<file path="config.mk">
export PLATFORM = sky130hd
export DESIGN_NAME = i2c_regslave
export DESIGN_NICKNAME = d
export VERILOG_FILES = /design/src/rtl/i2cs_pkg.sv /design/src/rtl/i2cs_sync.sv /design/src/rtl/i2cs_wdog.sv /design/src/rtl/i2cs_regs.sv /design/src/rtl/i2cs_bus.sv /design/src/rtl/i2c_regslave.sv
export SDC_FILE = /design/constraint.sdc
export NUM_CORES = 1
export LEC_CHECK = 0
export BUFFER_PORTS_ARGS = -buffer_cell sky130_fd_sc_hd__buf_2
export CAP_MARGIN = 15
export CORE_AREA = 2 2 220 222
export CTS_CLUSTER_SIZE = 16
export DETAILED_ROUTE_END_ITERATION = 10
export DIE_AREA = 0 0 222 224
export PLACE_DENSITY = 0.66
export SLEW_MARGIN = 20
export SYNTH_ARGS = -nofsm -noshare
export SYNTH_HDL_FRONTEND = slang
export SYNTH_HIERARCHICAL = 1
export SYNTH_SLANG_ARGS = --single-unit
</file>
<file path="constraint.sdc">
create_clock -name clk -period 3.2 [get_ports clk]
set_clock_uncertainty 0.1 [all_clocks]
set_input_delay 0 -clock clk [delete_from_list [all_inputs] [get_ports clk]]
set_output_delay 0 -clock clk [all_outputs]
set_load 0.05 [all_outputs]
</file>
<file path="src/rtl/i2cs_pkg.sv">
package i2cs_pkg;

    typedef enum logic [2:0] {
        ST_IDLE,
        ST_RX,
        ST_ACK,
        ST_TX,
        ST_MACK
    } bus_st_e;

    typedef enum logic [1:0] {
        RX_DEV,
        RX_REG,
        RX_DATA
    } rx_kind_e;

    typedef struct packed {
        logic rise;
        logic fall;
        logic start;
        logic stop;
    } bus_ev_t;

    localparam logic [6:0] DEV_ADDR_LO = 7'h4C;
    localparam logic [6:0] DEV_ADDR_HI = 7'h6C;
    localparam logic [7:0] WRAP_LAST   = 8'h12;
    localparam logic [7:0] WRAP_FIRST  = 8'h03;

    // Pointer step used on reads: loops the sample window.
    function automatic logic [7:0] rd_next(input logic [7:0] p);
        return (p == WRAP_LAST) ? WRAP_FIRST : p + 8'd1;
    endfunction

endpackage

</file>
<file path="src/rtl/i2cs_sync.sv">
module i2cs_sync #(
    parameter int STAGES = 2
) (
    input  logic clk,
    input  logic rst,
    input  logic d,
    output logic q
);
    logic [STAGES-1:0] sh;

    always_ff @(posedge clk) begin
        if (rst) sh <= '1;
        else     sh <= {sh[STAGES-2:0], d};
    end

    assign q = sh[STAGES-1];
endmodule

</file>
<file path="src/rtl/i2cs_wdog.sv">
module i2cs_wdog #(
    parameter int TICKS = 50000
) (
    input  logic clk,
    input  logic rst,
    input  logic en,
    input  logic armed,
    input  logic kick,
    output logic fire
);
    localparam int CW = $clog2(TICKS + 1);

    logic [CW-1:0] cnt;

    always_ff @(posedge clk) begin
        if (rst || !en || !armed || kick) cnt <= '0;
        else if (cnt == CW'(TICKS - 1))   cnt <= '0;
        else                              cnt <= cnt + 1'b1;
    end

    assign fire = en && armed && !kick && (cnt == CW'(TICKS - 1));
endmodule

</file>
<file path="src/rtl/i2cs_regs.sv">
module i2cs_regs #(
    parameter int NREG      = 64,
    parameter int STAT_ADDR = 4,
    parameter int MODE_ADDR = 7,
    parameter int RSV_BASE  = 60,
    parameter int FLAG_BIT  = 4,
    localparam int AW       = $clog2(NREG)
) (
    input  logic          clk,
    input  logic          rst,
    input  logic          wr_en,
    input  logic [AW-1:0] wr_addr,
    input  logic [7:0]    wr_data,
    input  logic [AW-1:0] rd_addr,
    input  logic          rd_take,
    input  logic          wd_fire,
    output logic [7:0]    rd_data,
    output logic          wd_en
);
    localparam logic [AW-1:0] STAT_A = AW'(STAT_ADDR);

    logic [7:0] mem [NREG];
    logic       wd_flag;

    for (genvar i = 0; i < NREG; i++) begin : g_ent
        if (i == STAT_ADDR || i >= RSV_BASE) begin : g_ro
            always_ff @(posedge clk) mem[i] <= 8'h00;
        end else begin : g_rw
            always_ff @(posedge clk) begin
                if (rst)                                 mem[i] <= 8'h00;
                else if (wr_en && wr_addr == AW'(i))     mem[i] <= wr_data;
            end
        end
    end

    always_ff @(posedge clk) begin
        if (rst)                               wd_flag <= 1'b0;
        else if (wd_fire)                      wd_flag <= 1'b1;
        else if (rd_take && rd_addr == STAT_A) wd_flag <= 1'b0;
    end

    always_comb begin
        if (rd_addr == STAT_A) rd_data = 8'(wd_flag) << FLAG_BIT;
        else                   rd_data = mem[rd_addr];
    end

    assign wd_en = mem[MODE_ADDR][0];


    wd_flag_set_chk: assert property (@(posedge clk) disable iff (rst)
        wd_fire |=> wd_flag);

    wd_flag_clear_chk: assert property (@(posedge clk) disable iff (rst)
        (rd_take && rd_addr == STAT_A && !wd_fire) |=> !wd_flag);
endmodule

</file>
<file path="src/rtl/i2cs_bus.sv">
module i2cs_bus
    import i2cs_pkg::*;
#(
    parameter int AW = 6
) (
    input  logic          clk,
    input  logic          rst,
    input  logic          scl_s,
    input  logic          sda_s,
    input  logic [6:0]    dev_addr,
    input  logic          wd_fire,
    input  logic [7:0]    rd_data,
    output logic          sda_oe,
    output logic          busy,
    output logic          in_read,
    output logic          scl_edge,
    output logic          wr_en,
    output logic [AW-1:0] wr_addr,
    output logic [7:0]    wr_data,
    output logic [AW-1:0] ptr,
    output logic          rd_take
);
    logic     scl_q, sda_q;
    bus_ev_t  ev;
    bus_st_e  state;
    rx_kind_e kind;
    logic [3:0] cnt;
    logic [7:0] shreg;
    logic       is_rd, mack_ok, load_rd;

    always_ff @(posedge clk) begin
        if (rst) begin
            scl_q <= 1'b1;
            sda_q <= 1'b1;
        end else begin
            scl_q <= scl_s;
            sda_q <= sda_s;
        end
    end

    always_comb begin
        ev.rise  = scl_s && !scl_q;
        ev.fall  = !scl_s && scl_q;
        ev.start = scl_s && scl_q && sda_q && !sda_s;
        ev.stop  = scl_s && scl_q && !sda_q && sda_s;
    end

    assign load_rd  = ev.fall && ((state == ST_ACK && is_rd) ||
                                  (state == ST_MACK && cnt == 4'd1 && mack_ok));
    assign rd_take  = load_rd;
    assign scl_edge = ev.rise || ev.fall;
    assign in_read  = (state == ST_TX) || (state == ST_MACK) ||
                      (state == ST_ACK && is_rd);

    always_ff @(posedge clk) begin
        if (rst) begin
            state   <= ST_IDLE;
            kind    <= RX_DEV;
            cnt     <= '0;
            shreg   <= '0;
            is_rd   <= 1'b0;
            mack_ok <= 1'b0;
            sda_oe  <= 1'b0;
            busy    <= 1'b0;
            ptr     <= '0;
            wr_en   <= 1'b0;
            wr_addr <= '0;
            wr_data <= '0;
        end else begin
            wr_en <= 1'b0;
            if (wd_fire) begin
                state  <= ST_IDLE;
                sda_oe <= 1'b0;
                busy   <= 1'b0;
            end else if (ev.start) begin
                state  <= ST_RX;
                kind   <= RX_DEV;
                cnt    <= '0;
                sda_oe <= 1'b0;
                busy   <= 1'b1;
            end else if (ev.stop) begin
                state  <= ST_IDLE;
                sda_oe <= 1'b0;
                busy   <= 1'b0;
            end else if (load_rd) begin
                shreg  <= rd_data;
                sda_oe <= !rd_data[7];
                ptr    <= AW'(rd_next(8'(ptr)));
                cnt    <= '0;
                state  <= ST_TX;
            end else begin
                case (state)
                    ST_RX: begin
                        if (ev.rise && cnt != 4'd8) begin
                            shreg <= {shreg[6:0], sda_s};
                            cnt   <= cnt + 4'd1;
                        end else if (ev.fall && cnt == 4'd8) begin
                            case (kind)
                                RX_DEV: begin
                                    if (shreg[7:1] == dev_addr) begin
                                        is_rd  <= shreg[0];
                                        sda_oe <= 1'b1;
                                        state  <= ST_ACK;
                                    end else begin
                                        state  <= ST_IDLE;
                                    end
                                end
                                RX_REG: begin
                                    ptr    <= shreg[AW-1:0];
                                    sda_oe <= 1'b1;
                                    state  <= ST_ACK;
                                end
                                default: begin
                                    wr_en   <= 1'b1;
                                    wr_addr <= ptr;
                                    wr_data <= shreg;
                                    ptr     <= ptr + 1'b1;
                                    sda_oe  <= 1'b1;
                                    state   <= ST_ACK;
                                end
                            endcase
                        end
                    end
                    ST_ACK: begin
                        if (ev.fall) begin
                            sda_oe <= 1'b0;
                            cnt    <= '0;
                            state  <= ST_RX;
                            kind   <= (kind == RX_DEV) ? RX_REG : RX_DATA;
                        end
                    end
                    ST_TX: begin
                        if (ev.fall) begin
                            if (cnt == 4'd7) begin
                                sda_oe <= 1'b0;
                                cnt    <= '0;
                                state  <= ST_MACK;
                            end else begin
                                shreg  <= {shreg[6:0], 1'b0};
                                sda_oe <= !shreg[6];
                                cnt    <= cnt + 4'd1;
                            end
                        end
                    end
                    ST_MACK: begin
                        if (ev.rise) begin
                            mack_ok <= !sda_s;
                            cnt     <= 4'd1;
                        end else if (ev.fall && cnt == 4'd1) begin
                            state <= ST_IDLE;
                        end
                    end
                    default: ;
                endcase
            end
        end
    end


    busy_on_start_chk: assert property (@(posedge clk) disable iff (rst)
        (ev.start && !wd_fire) |=> busy);

    idle_on_stop_chk: assert property (@(posedge clk) disable iff (rst)
        (ev.stop && !wd_fire) |=> !busy);

    wd_release_chk: assert property (@(posedge clk) disable iff (rst)
        wd_fire |=> (!sda_oe && state == ST_IDLE));

    rd_wrap_chk: assert property (@(posedge clk) disable iff (rst)
        (load_rd && !wd_fire && ptr == AW'(WRAP_LAST)) |=> ptr == AW'(WRAP_FIRST));
endmodule

</file>
<file path="src/rtl/i2c_regslave.sv">
module i2c_regslave
    import i2cs_pkg::*;
#(
    parameter int NREG        = 64,
    parameter int WD_TICKS    = 50000,
    parameter int SYNC_STAGES = 2
) (
    input  logic clk,
    input  logic rst,
    input  logic strap_hi,
    input  logic scl_in,
    input  logic sda_in,
    output logic sda_pull,
    output logic xfer_busy
);
    localparam int AW = $clog2(NREG);

    logic [1:0]    raw, syncd;
    logic [6:0]    dev_addr;
    logic          wd_fire, wd_en, in_read, scl_edge;
    logic          wr_en, rd_take;
    logic [AW-1:0] wr_addr, ptr;
    logic [7:0]    wr_data, rd_data;

    assign raw = {sda_in, scl_in};

    for (genvar g = 0; g < 2; g++) begin : g_sync
        i2cs_sync #(.STAGES(SYNC_STAGES)) u_sync (
            .clk(clk), .rst(rst), .d(raw[g]), .q(syncd[g])
        );
    end

    always_ff @(posedge clk) begin
        if (rst) dev_addr <= strap_hi ? DEV_ADDR_HI : DEV_ADDR_LO;
    end

    i2cs_bus #(.AW(AW)) u_bus (
        .clk(clk), .rst(rst), .scl_s(syncd[0]), .sda_s(syncd[1]),
        .dev_addr(dev_addr), .wd_fire(wd_fire), .rd_data(rd_data),
        .sda_oe(sda_pull), .busy(xfer_busy), .in_read(in_read),
        .scl_edge(scl_edge), .wr_en(wr_en), .wr_addr(wr_addr),
        .wr_data(wr_data), .ptr(ptr), .rd_take(rd_take)
    );

    i2cs_regs #(.NREG(NREG)) u_regs (
        .clk(clk), .rst(rst), .wr_en(wr_en), .wr_addr(wr_addr),
        .wr_data(wr_data), .rd_addr(ptr), .rd_take(rd_take),
        .wd_fire(wd_fire), .rd_data(rd_data), .wd_en(wd_en)
    );

    i2cs_wdog #(.TICKS(WD_TICKS)) u_wdog (
        .clk(clk), .rst(rst), .en(wd_en), .armed(in_read),
        .kick(scl_edge), .fire(wd_fire)
    );


    idle_bus_released_chk: assert property (@(posedge clk) disable iff (rst)
        !xfer_busy |-> !sda_pull);
endmodule

</file>
==> impl_metrics.env <==
export IMPL_finalSetupViolations=0
export IMPL_overflow=0
export IMPL_status="finished, final reports clean"
export IMPL_vdd_drop_max_mv=0.423
export IMPL_cp_arrival_ns=3.42
export IMPL_ff_latch_area_um2=15500
export IMPL_ys_warn_count=6
export IMPL_syn_area_um2=25700
export IMPL_worst_setup_path_end_kind="flop"
export IMPL_io_pins=7
export IMPL_power_share_sequential_pct=53.4
export IMPL_crit_chain="buf_12 > buf_12 > mux4_2 > a22o_1 > a221oi_1 > a221oi_1 > nand2_1 > o211ai_1 > mux2i_1"
export IMPL_cp_start_kind="flop"
export IMPL_hold_viol=0
export IMPL_drive_gt1_share_pct=19.0
export IMPL_cts_tree="built"
export IMPL_antennaDiodeCount=0
export IMPL_cp_buffers_inverters=2
export IMPL_row_count=80
export IMPL_hold_ws_ns=0.317
export IMPL_comb_power_share_pct=2.8
export IMPL_finalCritPeriodShare_pct=92.7
export IMPL_fillCellCount=3619
export IMPL_synth_edf_count=473
export IMPL_clkTransAtPathRegs_ns=0.06
export IMPL_internal_power_mw=11.7
export IMPL_crit_slowest_cell="dfxtp_4"
export IMPL_maxSlewViolCount=0
export IMPL_grt_pass1_vias=15800
export IMPL_drtPass1Iterations=5
export IMPL_fmax_mhz=337
export IMPL_placed_area_um2=26800
export IMPL_drtIter0Drc=1605
export IMPL_cts_buffers=57
export IMPL_async_flop_share_pct=0
export IMPL_final_cell_mix="and2_1 (476), edfxtp_1 (473), nor2_1 (119)"
export IMPL_antenna_found_initial=0
export IMPL_ant_nets=0
export IMPL_cts_resized=0
export IMPL_final_cell_count_no_fill=2593
export IMPL_cp_top_family="compound AO/OA/AOI/OAI gates"
export IMPL_routed_wl_um=64400
export IMPL_critPathMaxStageDelay_ns=0.58
export IMPL_rsz0062_at_grt="false"
export IMPL_fp_dieW_um=222
export IMPL_syn_to_final_growth_pct=11.9
export IMPL_hold_path_class="flop to flop"
export IMPL_h_tree_depth=2
export IMPL_post_drt_wl_per_cell_um=24.8
export IMPL_layout_commonest_cell="and2_1"
export IMPL_leakage_nw=10.2
export IMPL_power_switching_mw=3.06
export IMPL_post_route_drc_count=0
export IMPL_p_per_area_nw_per_um2=514
export IMPL_multi_input_area_um2=9500
export IMPL_worstPathMaxFanout=20
export IMPL_ys_types=78
export IMPL_p_clk_share_pct=43.8
export IMPL_coreArea_um2=47300
export IMPL_place_inst=2477
export IMPL_ys_flop_type="edfxtp_1"
export IMPL_grt_max_degree=56
export IMPL_grt_pass1_wl_um=98000
export IMPL_netlist_instances=1872
export IMPL_die_area_um2=49700
export IMPL_gp_congestion=0.869
export IMPL_cts_path_max_buffers=3
export IMPL_worstPathRequired_ns=3.65
export IMPL_ys_seq_area_share_pct=60.4
export IMPL_drt_vias_per_instance=6.07
export IMPL_worstSetupPathType="flop to flop"
export IMPL_dp_hpwl_um=42600
export IMPL_die_y_um=224
export IMPL_worst_pin_slew_ns=0.989
export IMPL_avgSynthCellArea_um2=13.7
export IMPL_start_util_pct=54.3
export IMPL_vias=15700
export IMPL_ys_seq_elements=538
export IMPL_post_route_min_period_ns=2.97
export IMPL_io_buffers=6
export IMPL_slew_headroom_pct=34.1
export IMPL_maxCapViolCount=0
export IMPL_final_nets=1944
export IMPL_fin_area_um2=28700
export IMPL_clockRootBuffer="clkbuf_16"
export IMPL_clock_sinks=538
export IMPL_fin_setup_tns_ns=0
export IMPL_clk_latency_ns=0.62
export IMPL_grt_use_total_pct=26.5
export IMPL_swShare_pct=20.7
## per-layer routing
metal	global-route usage, %	share of wire [%]	vias to the layer above
met4	8.15	2.9	0
met1	37.0	42	7962
met3	5.27	7.9	113
li1	-	-	7030
met2	42.3	47	636
met5	0	0	-
## stage by stage
stage          setup WS [ns]  power [mW]  util (%)
2_1_floorplan          0.723        8.25         -
3_3_place_gp           0.319        8.43      56.7
3_5_place_dp           0.299        8.45      56.7
4_1_cts                0.279        14.9      60.7
5_1_grt               0.0304        15.2      60.7
6_report               0.235        14.8      60.7
## worst reg2reg max path, delay by kind of cell, from the launching register on
kind	cells	cell delay, ns
AO/OA/AOI/OAI	4	1.00
multiplexers	2	0.63
flip-flops	1	0.58
buffers and inverters	2	0.41
AND/OR/NAND/NOR	1	0.18
## state kept, by name, indices dropped and copies added, names as in the netlist, 2 cells and up
name              cells
g_sync.u_sync/sh      4
u_bus/cnt             4
u_bus/kind            2
u_bus/ptr             6
u_bus/shreg           8
u_bus/state           3
u_bus/wr_addr         6
u_bus/wr_data         8
u_regs/mem          472
u_wdog/cnt           16
## cell usage after synthesis (15+ instances only)
library cell,count,area share (%)
and2_1,476,12
edfxtp_1,473,55
nor2_1,119,1.7
mux4_2,101,8.9
clkbuf_1,89,1.3
dfxtp_1,65,5.1
o21bai_1,59,1.7
nand2_1,56,0.82
mux2_2,30,1.3
mux2i_1,29,1.1
nor2b_1,26,0.63
a2111oi_0,22,0.75
nand3_1,19,0.37
xnor2_1,19,0.65
a221oi_1,17,0.58
buf_2,17,0.33
a22oi_1,15,0.44
inv_1,15,0.22
o21ai_0,15,0.29
## kinds of logic after synthesis
kind of cell | synth area share (%)
AOI/OAI and AO/OA | 6.88
DFF | 60.4
adders and majority gates | 0.487
buffers and inverters | 2.73
xor gates and xnor gates | 0.852
other | 0.0292
and+or+nand+nor | 17.4
muxes | 11.3
## path summary, 6_finish.rpt
kind / startpoint / endpoint / slack (ns) / depth (start not counted)
setup reg to reg: u_bus/ptr[0] / u_bus/sda_oe / 0.23 / 9
hold reg to reg: g_sync[0].u_sync/sh[0] / g_sync[0].u_sync/sh[1] / 0.32 / 1
setup / recovery: u_bus/ptr[0] / u_bus/sda_oe / 0.23 / 9
hold / removal: g_sync[0].u_sync/sh[0] / g_sync[0].u_sync/sh[1] / 0.32 / 1
## repair_timing
| action | 4_1_cts | 5_1_grt |
|---|---|---|
| hold buffers | 8 | 0 |
| setup buffers | 0 | 0 |
| hold endpoints to repair | 90 | 0 |
## power by group through the flow
stage,clock network [mW],registers [mW],logic (mW)
final,6.48,7.89,0.419
after global routing,6.84,7.91,0.450
after CTS,6.57,7.89,0.420
after detailed placement,0,8.04,0.410
after global placement,0,8.03,0.404
after floorplan,0,8.00,0.253
## layout make-up
class / count / share of cell area, %
Clock buffer: 68 / 5.36
Timing Repair Buffer: 125 / 3.68
Tap cell: 615 / 2.68
Sequential cell: 538 / 54.0
Inverter: 17 / 0.222
Clock inverter: 40 / 1.03
Multi-Input combinational cell: 1190 / 33.0
Note: power is estimated with default switching activity, not from simulation.
